[src/rtl/vreg_pkg.sv]
package vreg_pkg;

    localparam int BYTE_W = 8;

    typedef enum logic [2:0] {
        ST_IDLE,
        ST_ADDR,
        ST_ADDR_ACK,
        ST_WADR,
        ST_WADR_ACK,
        ST_DATA,
        ST_DATA_ACK
    } rx_state_t;

endpackage

[src/rtl/bus_filter.sv]
module bus_filter #(
    parameter int LANES       = 2,
    parameter int SYNC_STAGES = 2,
    parameter int FILT_LEN    = 3
) (
    input  logic             clk,
    input  logic             rst_n,
    input  logic [LANES-1:0] raw_i,
    output logic [LANES-1:0] filt_o
);

    for (genvar g = 0; g < LANES; g++) begin : g_lane
        logic [SYNC_STAGES-1:0] sync_q;
        logic [FILT_LEN-1:0]    hist_q;
        logic                   level_q;

        always_ff @(posedge clk or negedge rst_n) begin
            if (!rst_n) begin
                sync_q  <= '1;
                hist_q  <= '1;
                level_q <= 1'b1;
            end else begin
                sync_q <= {sync_q[SYNC_STAGES-2:0], raw_i[g]};
                hist_q <= {hist_q[FILT_LEN-2:0], sync_q[SYNC_STAGES-1]};
                // the filtered level moves only when every held sample agrees
                if (&hist_q) begin
                    level_q <= 1'b1;
                end else if (~|hist_q) begin
                    level_q <= 1'b0;
                end
            end
        end

        assign filt_o[g] = level_q;
    end

endmodule

[src/rtl/i2c_rx_fsm.sv]
module i2c_rx_fsm
    import vreg_pkg::*;
#(
    parameter logic [6:0] SLV_ADDR = 7'h08
) (
    input  logic              clk,
    input  logic              rst_n,
    input  logic              scl_f,
    input  logic              sda_f,
    output logic              ack_pull,
    output logic              wr_en,
    output logic [BYTE_W-1:0] wr_data
);

    localparam logic [BYTE_W-1:0] ADDR_BYTE = {SLV_ADDR, 1'b0};
    localparam int                CNT_W     = $clog2(BYTE_W + 1);
    localparam logic [CNT_W-1:0]  LAST_BIT  = CNT_W'(BYTE_W);

    rx_state_t          state, nxt;
    logic               scl_q, sda_q;
    logic [BYTE_W-1:0]  shreg;
    logic [BYTE_W-1:0]  waddr;
    logic [CNT_W-1:0]   bit_cnt;
    logic               scl_rise, scl_fall, bus_start, bus_stop;
    logic               byte_done, in_rx, in_ack;

    assign scl_rise  = scl_f & ~scl_q;
    assign scl_fall  = ~scl_f & scl_q;
    assign bus_start = scl_f & scl_q & sda_q & ~sda_f;
    assign bus_stop  = scl_f & scl_q & ~sda_q & sda_f;
    assign byte_done = scl_fall && (bit_cnt == LAST_BIT);
    assign in_rx     = (state == ST_ADDR) || (state == ST_WADR) || (state == ST_DATA);
    assign in_ack    = (state == ST_ADDR_ACK) || (state == ST_WADR_ACK) || (state == ST_DATA_ACK);

    // next-state logic
    always_comb begin
        nxt = state;
        if (bus_start) begin
            nxt = ST_ADDR;
        end else if (bus_stop) begin
            nxt = ST_IDLE;
        end else begin
            unique case (state)
                ST_IDLE:     nxt = ST_IDLE;
                ST_ADDR:     if (byte_done) nxt = (shreg == ADDR_BYTE) ? ST_ADDR_ACK : ST_IDLE;
                ST_ADDR_ACK: if (scl_fall) nxt = ST_WADR;
                ST_WADR:     if (byte_done) nxt = ST_WADR_ACK;
                ST_WADR_ACK: if (scl_fall) nxt = ST_DATA;
                ST_DATA:     if (byte_done) nxt = ST_DATA_ACK;
                ST_DATA_ACK: if (scl_fall) nxt = ST_DATA;
                default:     nxt = ST_IDLE;
            endcase
        end
    end

    // state register and receive datapath
    always_ff @(posedge clk or negedge rst_n) begin
        if (!rst_n) begin
            state   <= ST_IDLE;
            scl_q   <= 1'b1;
            sda_q   <= 1'b1;
            shreg   <= '0;
            waddr   <= '0;
            bit_cnt <= '0;
        end else begin
            state <= nxt;
            scl_q <= scl_f;
            sda_q <= sda_f;
            if (bus_start || (in_ack && scl_fall)) begin
                bit_cnt <= '0;
            end else if (in_rx && scl_rise) begin
                bit_cnt <= bit_cnt + 1'b1;
                shreg   <= {shreg[BYTE_W-2:0], sda_f};
            end
            if (state == ST_WADR && byte_done) begin
                waddr <= shreg;
            end else if (state == ST_DATA && byte_done) begin
                waddr <= waddr + 1'b1;
            end
        end
    end

    // outputs
    always_comb begin
        ack_pull = in_ack;
        wr_en    = (state == ST_DATA) && byte_done && (waddr == '0);
        wr_data  = shreg;
    end

endmodule

[src/rtl/vlevel_reg.sv]
module vlevel_reg
    import vreg_pkg::*;
#(
    parameter int LVL_W   = 6,
    parameter int LVL_MAX = 40,
    parameter int BASE_DV = 15,
    parameter int DV_W    = 7
) (
    input  logic              clk,
    input  logic              rst_n,
    input  logic              wr_en,
    input  logic [BYTE_W-1:0] wr_data,
    output logic [LVL_W-1:0]  level,
    output logic [DV_W-1:0]   target_dv,
    output logic              programmed
);

    localparam int               UP_W = BYTE_W - LVL_W;
    localparam logic [LVL_W-1:0] MAXC = LVL_W'(LVL_MAX);

    logic accept;

    assign accept = wr_en
                  && (wr_data[BYTE_W-1 -: UP_W] == '0)
                  && (wr_data[LVL_W-1:0] <= MAXC);

    always_ff @(posedge clk or negedge rst_n) begin
        if (!rst_n) begin
            level      <= '0;
            programmed <= 1'b0;
        end else if (accept) begin
            level      <= wr_data[LVL_W-1:0];
            programmed <= 1'b1;
        end
    end

    assign target_dv = DV_W'(BASE_DV) + DV_W'(level);

endmodule

[src/rtl/vout_i2c_slave.sv]
module vout_i2c_slave
    import vreg_pkg::*;
#(
    parameter logic [6:0] SLV_ADDR    = 7'h08,
    parameter int         LVL_W       = 6,
    parameter int         LVL_MAX     = 40,
    parameter int         BASE_DV     = 15,
    parameter int         DV_W        = 7,
    parameter int         SYNC_STAGES = 2,
    parameter int         FILT_LEN    = 3
) (
    input  logic             clk,
    input  logic             rst_n,
    input  logic             scl_i,
    input  logic             sda_i,
    output logic             sda_pull_o,
    output logic [LVL_W-1:0] level_o,
    output logic [DV_W-1:0]  target_dv_o,
    output logic             programmed_o
);

    logic [1:0]        filt;
    logic              scl_f, sda_f;
    logic              wr_en;
    logic [BYTE_W-1:0] wr_data;

    bus_filter #(
        .LANES      (2),
        .SYNC_STAGES(SYNC_STAGES),
        .FILT_LEN   (FILT_LEN)
    ) u_filt (
        .clk   (clk),
        .rst_n (rst_n),
        .raw_i ({sda_i, scl_i}),
        .filt_o(filt)
    );

    assign scl_f = filt[0];
    assign sda_f = filt[1];

    i2c_rx_fsm #(
        .SLV_ADDR(SLV_ADDR)
    ) u_fsm (
        .clk     (clk),
        .rst_n   (rst_n),
        .scl_f   (scl_f),
        .sda_f   (sda_f),
        .ack_pull(sda_pull_o),
        .wr_en   (wr_en),
        .wr_data (wr_data)
    );

    vlevel_reg #(
        .LVL_W  (LVL_W),
        .LVL_MAX(LVL_MAX),
        .BASE_DV(BASE_DV),
        .DV_W   (DV_W)
    ) u_reg (
        .clk       (clk),
        .rst_n     (rst_n),
        .wr_en     (wr_en),
        .wr_data   (wr_data),
        .level     (level_o),
        .target_dv (target_dv_o),
        .programmed(programmed_o)
    );

endmodule

[config.mk]
export PLATFORM = sky130hd
export DESIGN_NAME = vout_i2c_slave
export DESIGN_NICKNAME = d
export VERILOG_FILES = /design/src/rtl/vreg_pkg.sv /design/src/rtl/bus_filter.sv /design/src/rtl/i2c_rx_fsm.sv /design/src/rtl/vlevel_reg.sv /design/src/rtl/vout_i2c_slave.sv
export SDC_FILE = /design/constraint.sdc
export NUM_CORES = 1
export LEC_CHECK = 0
export ABC_AREA = 1
export BUFFER_PORTS_ARGS = -buffer_cell sky130_fd_sc_hd__buf_2
export CORE_ASPECT_RATIO = 0.7
export CORE_MARGIN = 5
export CORE_UTILIZATION = 63
export CTS_CLUSTER_SIZE = 24
export DETAILED_ROUTE_END_ITERATION = 8
export PLACE_DENSITY_LB_ADDON = 0.1
export SLEW_MARGIN = 20
export SYNTH_ARGS = -nofsm -noshare
export SYNTH_HDL_FRONTEND = slang
export SYNTH_SLANG_ARGS = --single-unit
[constraint.sdc]
create_clock -name clk -period 3.7 [get_ports clk]
set_input_delay 0.37 -clock clk [delete_from_list [all_inputs] [get_ports clk]]
set_output_delay 0.37 -clock clk [all_outputs]
set_load 0.02 [all_outputs]
==> run summary <==
CTS
----------------------------------------------------------------------------------
Number of post-CTS setup repair buffers                                          0
Number of CTS-inserted buffers                                                   5
Clk_lat worst skew                                                         0.30 ns
Clock root buffer                                                     sky130_fd_sc_hd__clkbuf_8
Worst-case clock buffer depth                                                    2
Number of levels in the clock H-tree                                             2
Total number of clock tree sinks                                                44
TritonCTS clock tree                                                         built
Post-CTS Hold Buffers                                                            0
Clk pin slew, worst setup/hold paths                                       0.09 ns
Resize count post-CTS                                                            0

PWR
----------------------------------------------------------------------------------
Worst IR Drop VDD                                                       0.000372 V
Sequential share of power                                                    49.4%
Cell area power density                                                542 nW/um^2
Fraction of power consumed by combinational cells                            21.1%
Leak                                                                       1.25 nW
Clock network fraction of design power                                       29.6%
Power dissipated by switching net loads                                 0.000443 W
Net switching share of the total power                                       33.7%
Cell Int Power                                                          0.000870 W

DIE
----------------------------------------------------------------------------------
Horizontal die dimension                                              80.0 microns
Starting Density                                                             66.8%
Die area                                                                4720 sq um
Core Box Area                                                           3230 sq um
DIE HEIGHT                                                            59.0 microns
Number of placement rows                                                        17
Number of top-level design ports                                                19

GLOBAL ROUTE
----------------------------------------------------------------------------------
Number of antenna violations at the first check in global routing                0
Global-route wire length before repair                                7200 microns
Congestion Overflow GR                                                           0
Pin count of the biggest net entering global routing                            45
Vias in the first global route                                                1592
Total GRT Usage                                                              19.7%

STA
----------------------------------------------------------------------------------
Final worst clock skew                                                  0.00986 ns
Fmax                                                                       527 MHz
Setup slack after layout                                                   1.80 ns
Final critical delay including setup and external delays                   1.90 ns
RSZ-0062 raised after global routing                                            no
Final Hold Violating Endpoints                                                   0
Slew Limit Fails                                                                 0
Tcrit/Tclk final                                                             51.3%
Setup violation total in the final timing report                                 0
Least-Margin Pin Slew                                                     0.930 ns
Setup TNS Final                                                               0 ns
Max-Slew Margin vs Limit                                                     38.0%

WORST SETUP PATH
----------------------------------------------------------------------------------
Crit path required time                                                    3.33 ns
Number of cell instances on the worst register-to-register path                  9
Cell-by-cell listing of the critical path                             nor2_1, nand2_1, o21ai_0, xor2_1, buf_2
Origin of the critical flop-to-flop path                              u_fsm.bit_cnt[0]
Category of the worst setup path launch point                            flip-flop
Top fanout value on the critical path                                            5
Slowest-stage cell, CP                                                sky130_fd_sc_hd__dfrtp_1
Category of the most critical setup path                                reg -> out
Worst reg2reg path endpoint                                           u_fsm.waddr[6]
Origin of the worst setup path                                        u_reg.level[2]
Setup slack of the most critical reg-to-reg path                           2.17 ns
Worst Path Arrival                                                         1.53 ns
Largest stage delay on the critical path                                   0.44 ns
Worst setup EP type                                                    output port

PLACED DESIGN
----------------------------------------------------------------------------------
Setup slack after placement                                                2.13 ns
Placed Area                                                             2300 sq um
Routability congestion estimate                                              0.820
Port Buffer Count                                                               18
Dpl hpwl                                                              3030 microns

ROUTE
----------------------------------------------------------------------------------
DR WL/cell                                                            12.9 microns
Starting DRC count in detailed routing                                          98
Count of antenna-violating nets left after detailed routing                      0
Total length of routed wires                                          4170 microns
Iteration count of the initial detailed-routing pass                             4
Via count                                                                     1628
Residual DRC count                                                               0
Ratio of routed vias to standard cells                                        5.04

YOSYS
----------------------------------------------------------------------------------
Sequential fraction of the synthesis area                                    51.8%
Top cells by area in the synthesized netlist                          sky130_fd_sc_hd__dfrtp_1 35%, sky130_fd_sc_hd__dfstp_2 17%, sky130_fd_sc_hd__nand2_1 13%
Number of register bits inferred by synthesis                                   44
Mapped Nets                                                                    260
Avg Synthesized Cell Area                                               8.60 sq um
Count of yosys warnings during synthesis                                         0
Number of distinct library cells after synthesis                                28
Yosys top cell area share                                                    34.8%
Total standard cell area after synthesis                                2160 sq um
Post-synthesis cell count                                                      251
Largest area contributor in the netlist                               sky130_fd_sc_hd__dfrtp_1

MIN PATH
----------------------------------------------------------------------------------
Min-Delay Startpoint                                                         sda_i
Hold Path Sink                                                        u_filt.g_lane[1].sync_q[0]
Hold Path Depth                                                                  1
Hold WC Path Type                                                        in -> reg

LAYOUT
----------------------------------------------------------------------------------
Antenna diode instance count                                                     0
Share of final-layout standard cells stronger than drive strength 1          21.7%
Number of fillers in the final layout                                          250
Area growth, synth to finish                                                 12.3%
Number of nets in the layout                                                   284
Post-route design area                                                  2420 sq um

OUTCOME
----------------------------------------------------------------------------------
Run status                                                            complete, no violations

FLOW RUN
----------------------------------------------------------------------------------
Reported max-cap violation count                                                 0

cell usage in the layout (no fill, tap or decap):
| master | instances |
|---|---|
| sky130_fd_sc_hd__a21boi_2 | 1 |
| sky130_fd_sc_hd__a21oi_1 | 6 |
| sky130_fd_sc_hd__a21oi_2 | 1 |
| sky130_fd_sc_hd__and3_1 | 1 |
| sky130_fd_sc_hd__buf_2 | 18 |
| sky130_fd_sc_hd__bufinv_16 | 1 |
| sky130_fd_sc_hd__clkbuf_8 | 6 |
| sky130_fd_sc_hd__clkinv_2 | 1 |
| sky130_fd_sc_hd__clkinv_4 | 1 |
| sky130_fd_sc_hd__dfrtp_1 | 30 |
| sky130_fd_sc_hd__dfstp_2 | 14 |
| sky130_fd_sc_hd__ha_1 | 5 |
| sky130_fd_sc_hd__inv_1 | 29 |
| sky130_fd_sc_hd__inv_2 | 4 |
| sky130_fd_sc_hd__nand2_1 | 74 |
| sky130_fd_sc_hd__nand2_2 | 1 |
| sky130_fd_sc_hd__nand2_4 | 2 |
| sky130_fd_sc_hd__nand3_1 | 26 |
| sky130_fd_sc_hd__nand3_2 | 1 |
| sky130_fd_sc_hd__nand4_1 | 1 |
| sky130_fd_sc_hd__nor2_1 | 17 |
| sky130_fd_sc_hd__nor2_2 | 2 |
| sky130_fd_sc_hd__nor2_4 | 2 |
| sky130_fd_sc_hd__nor2_8 | 3 |
| sky130_fd_sc_hd__nor3_1 | 6 |
| sky130_fd_sc_hd__o21ai_0 | 10 |
| sky130_fd_sc_hd__o21ai_1 | 4 |
| sky130_fd_sc_hd__o21ai_2 | 1 |
| sky130_fd_sc_hd__or2_2 | 1 |
| sky130_fd_sc_hd__xnor2_1 | 1 |
| sky130_fd_sc_hd__xor2_1 | 6 |
cell usage after synthesis, drive strengths merged:
cell type and n:
nand2 77, inv 33, dfrtp 30, nand3 27
nor2 24, o21ai 15, dfstp 14, a21oi 7
nor3 6, xor2 6, ha 5, a21boi 1
and3 1, buf 1, clkinv 1, nand4 1
or2 1, xnor2 1
how the worst max path moves through the flow:
stage                     slack [ns]        endpoint
final                           1.80  target_dv_o[5]
after global routing            1.66  target_dv_o[5]
after global placement          2.19  target_dv_o[5]
after detailed placement        2.13  target_dv_o[5]
after CTS                       1.80  target_dv_o[5]
after floorplan                 2.00  target_dv_o[4]
critical path, delay by kind of cell (launching register included):
family / cells / cell delay, ns
flip-flops: 1 / 0.44
AND/OR/NAND/NOR: 2 / 0.22
AO/OA/AOI/OAI: 1 / 0.22
buffers and inverters: 1 / 0.18
XOR/XNOR: 1 / 0.16
cells by family (layout without fill, tap and decap cells):
family	count (synthesis)	after routing	share of synthesized area (%)
AOI/OAI and AO/OA	23	23	5.97
xor gates and xnor gates	7	7	2.84
adders and majority gates	5	5	2.90
buffers and inverters	35	60	6.20
DFF	44	44	51.8
and+or+nand+nor	137	137	30.3
flip-flops by register name, summed over array words and instances, names as in the netlist:
name                   count
u_filt.g_lane.level_q      2
u_fsm.wr_data              8
u_filt.g_lane.hist_q       6
u_fsm.bit_cnt              4
u_fsm.sda_q                1
u_fsm.scl_q                1
u_fsm.waddr                8
u_filt.g_lane.sync_q       4
u_reg.level                6
u_reg.programmed           1
u_fsm.state                3
per-stage QoR:
step | util [%] | power [W] | std cells | hold WS [ns]
2_1_floorplan | - | 0.000844 | 251 | 0.0744
3_3_place_gp | 71.2 | 0.000913 | 315 | 0.345
3_5_place_dp | 71.2 | 0.000929 | 315 | 0.350
4_1_cts | 75.0 | 0.00131 | 323 | 0.163
5_1_grt | 75.0 | 0.00139 | 323 | 0.155
6_report | 75.0 | 0.00131 | 323 | 0.164
layer usage:
metal	vias to the layer above	routed length (microns)	global-route usage, %
met3	6	193	4.56
met2	32	1830	30.9
met4	0	34	3.86
li1	838	-	-
met1	752	2110	28.3
met5	-	0	0
power groups by stage:
stage               registers (W)  clock network (W)  logic, W
CTS                      0.000646           0.000389  0.000277
floorplan                0.000629                  0  0.000214
global placement         0.000650                  0  0.000263
detailed placement       0.000654                  0  0.000275
finish                   0.000648           0.000388  0.000277
global route             0.000659           0.000416  0.000318
layout make-up:
type	count	area [sq um]	area share [%]
clock buffers	6	82.6	3.41
clock inverters	2	38.8	1.60
inverters	34	129	5.31
multi-input cells	172	907	37.4
flip-flops and latches	44	1120	46.1
well taps	47	58.8	2.43
repair buffers	18	90.1	3.72
(Power assumes the default switching activity.)
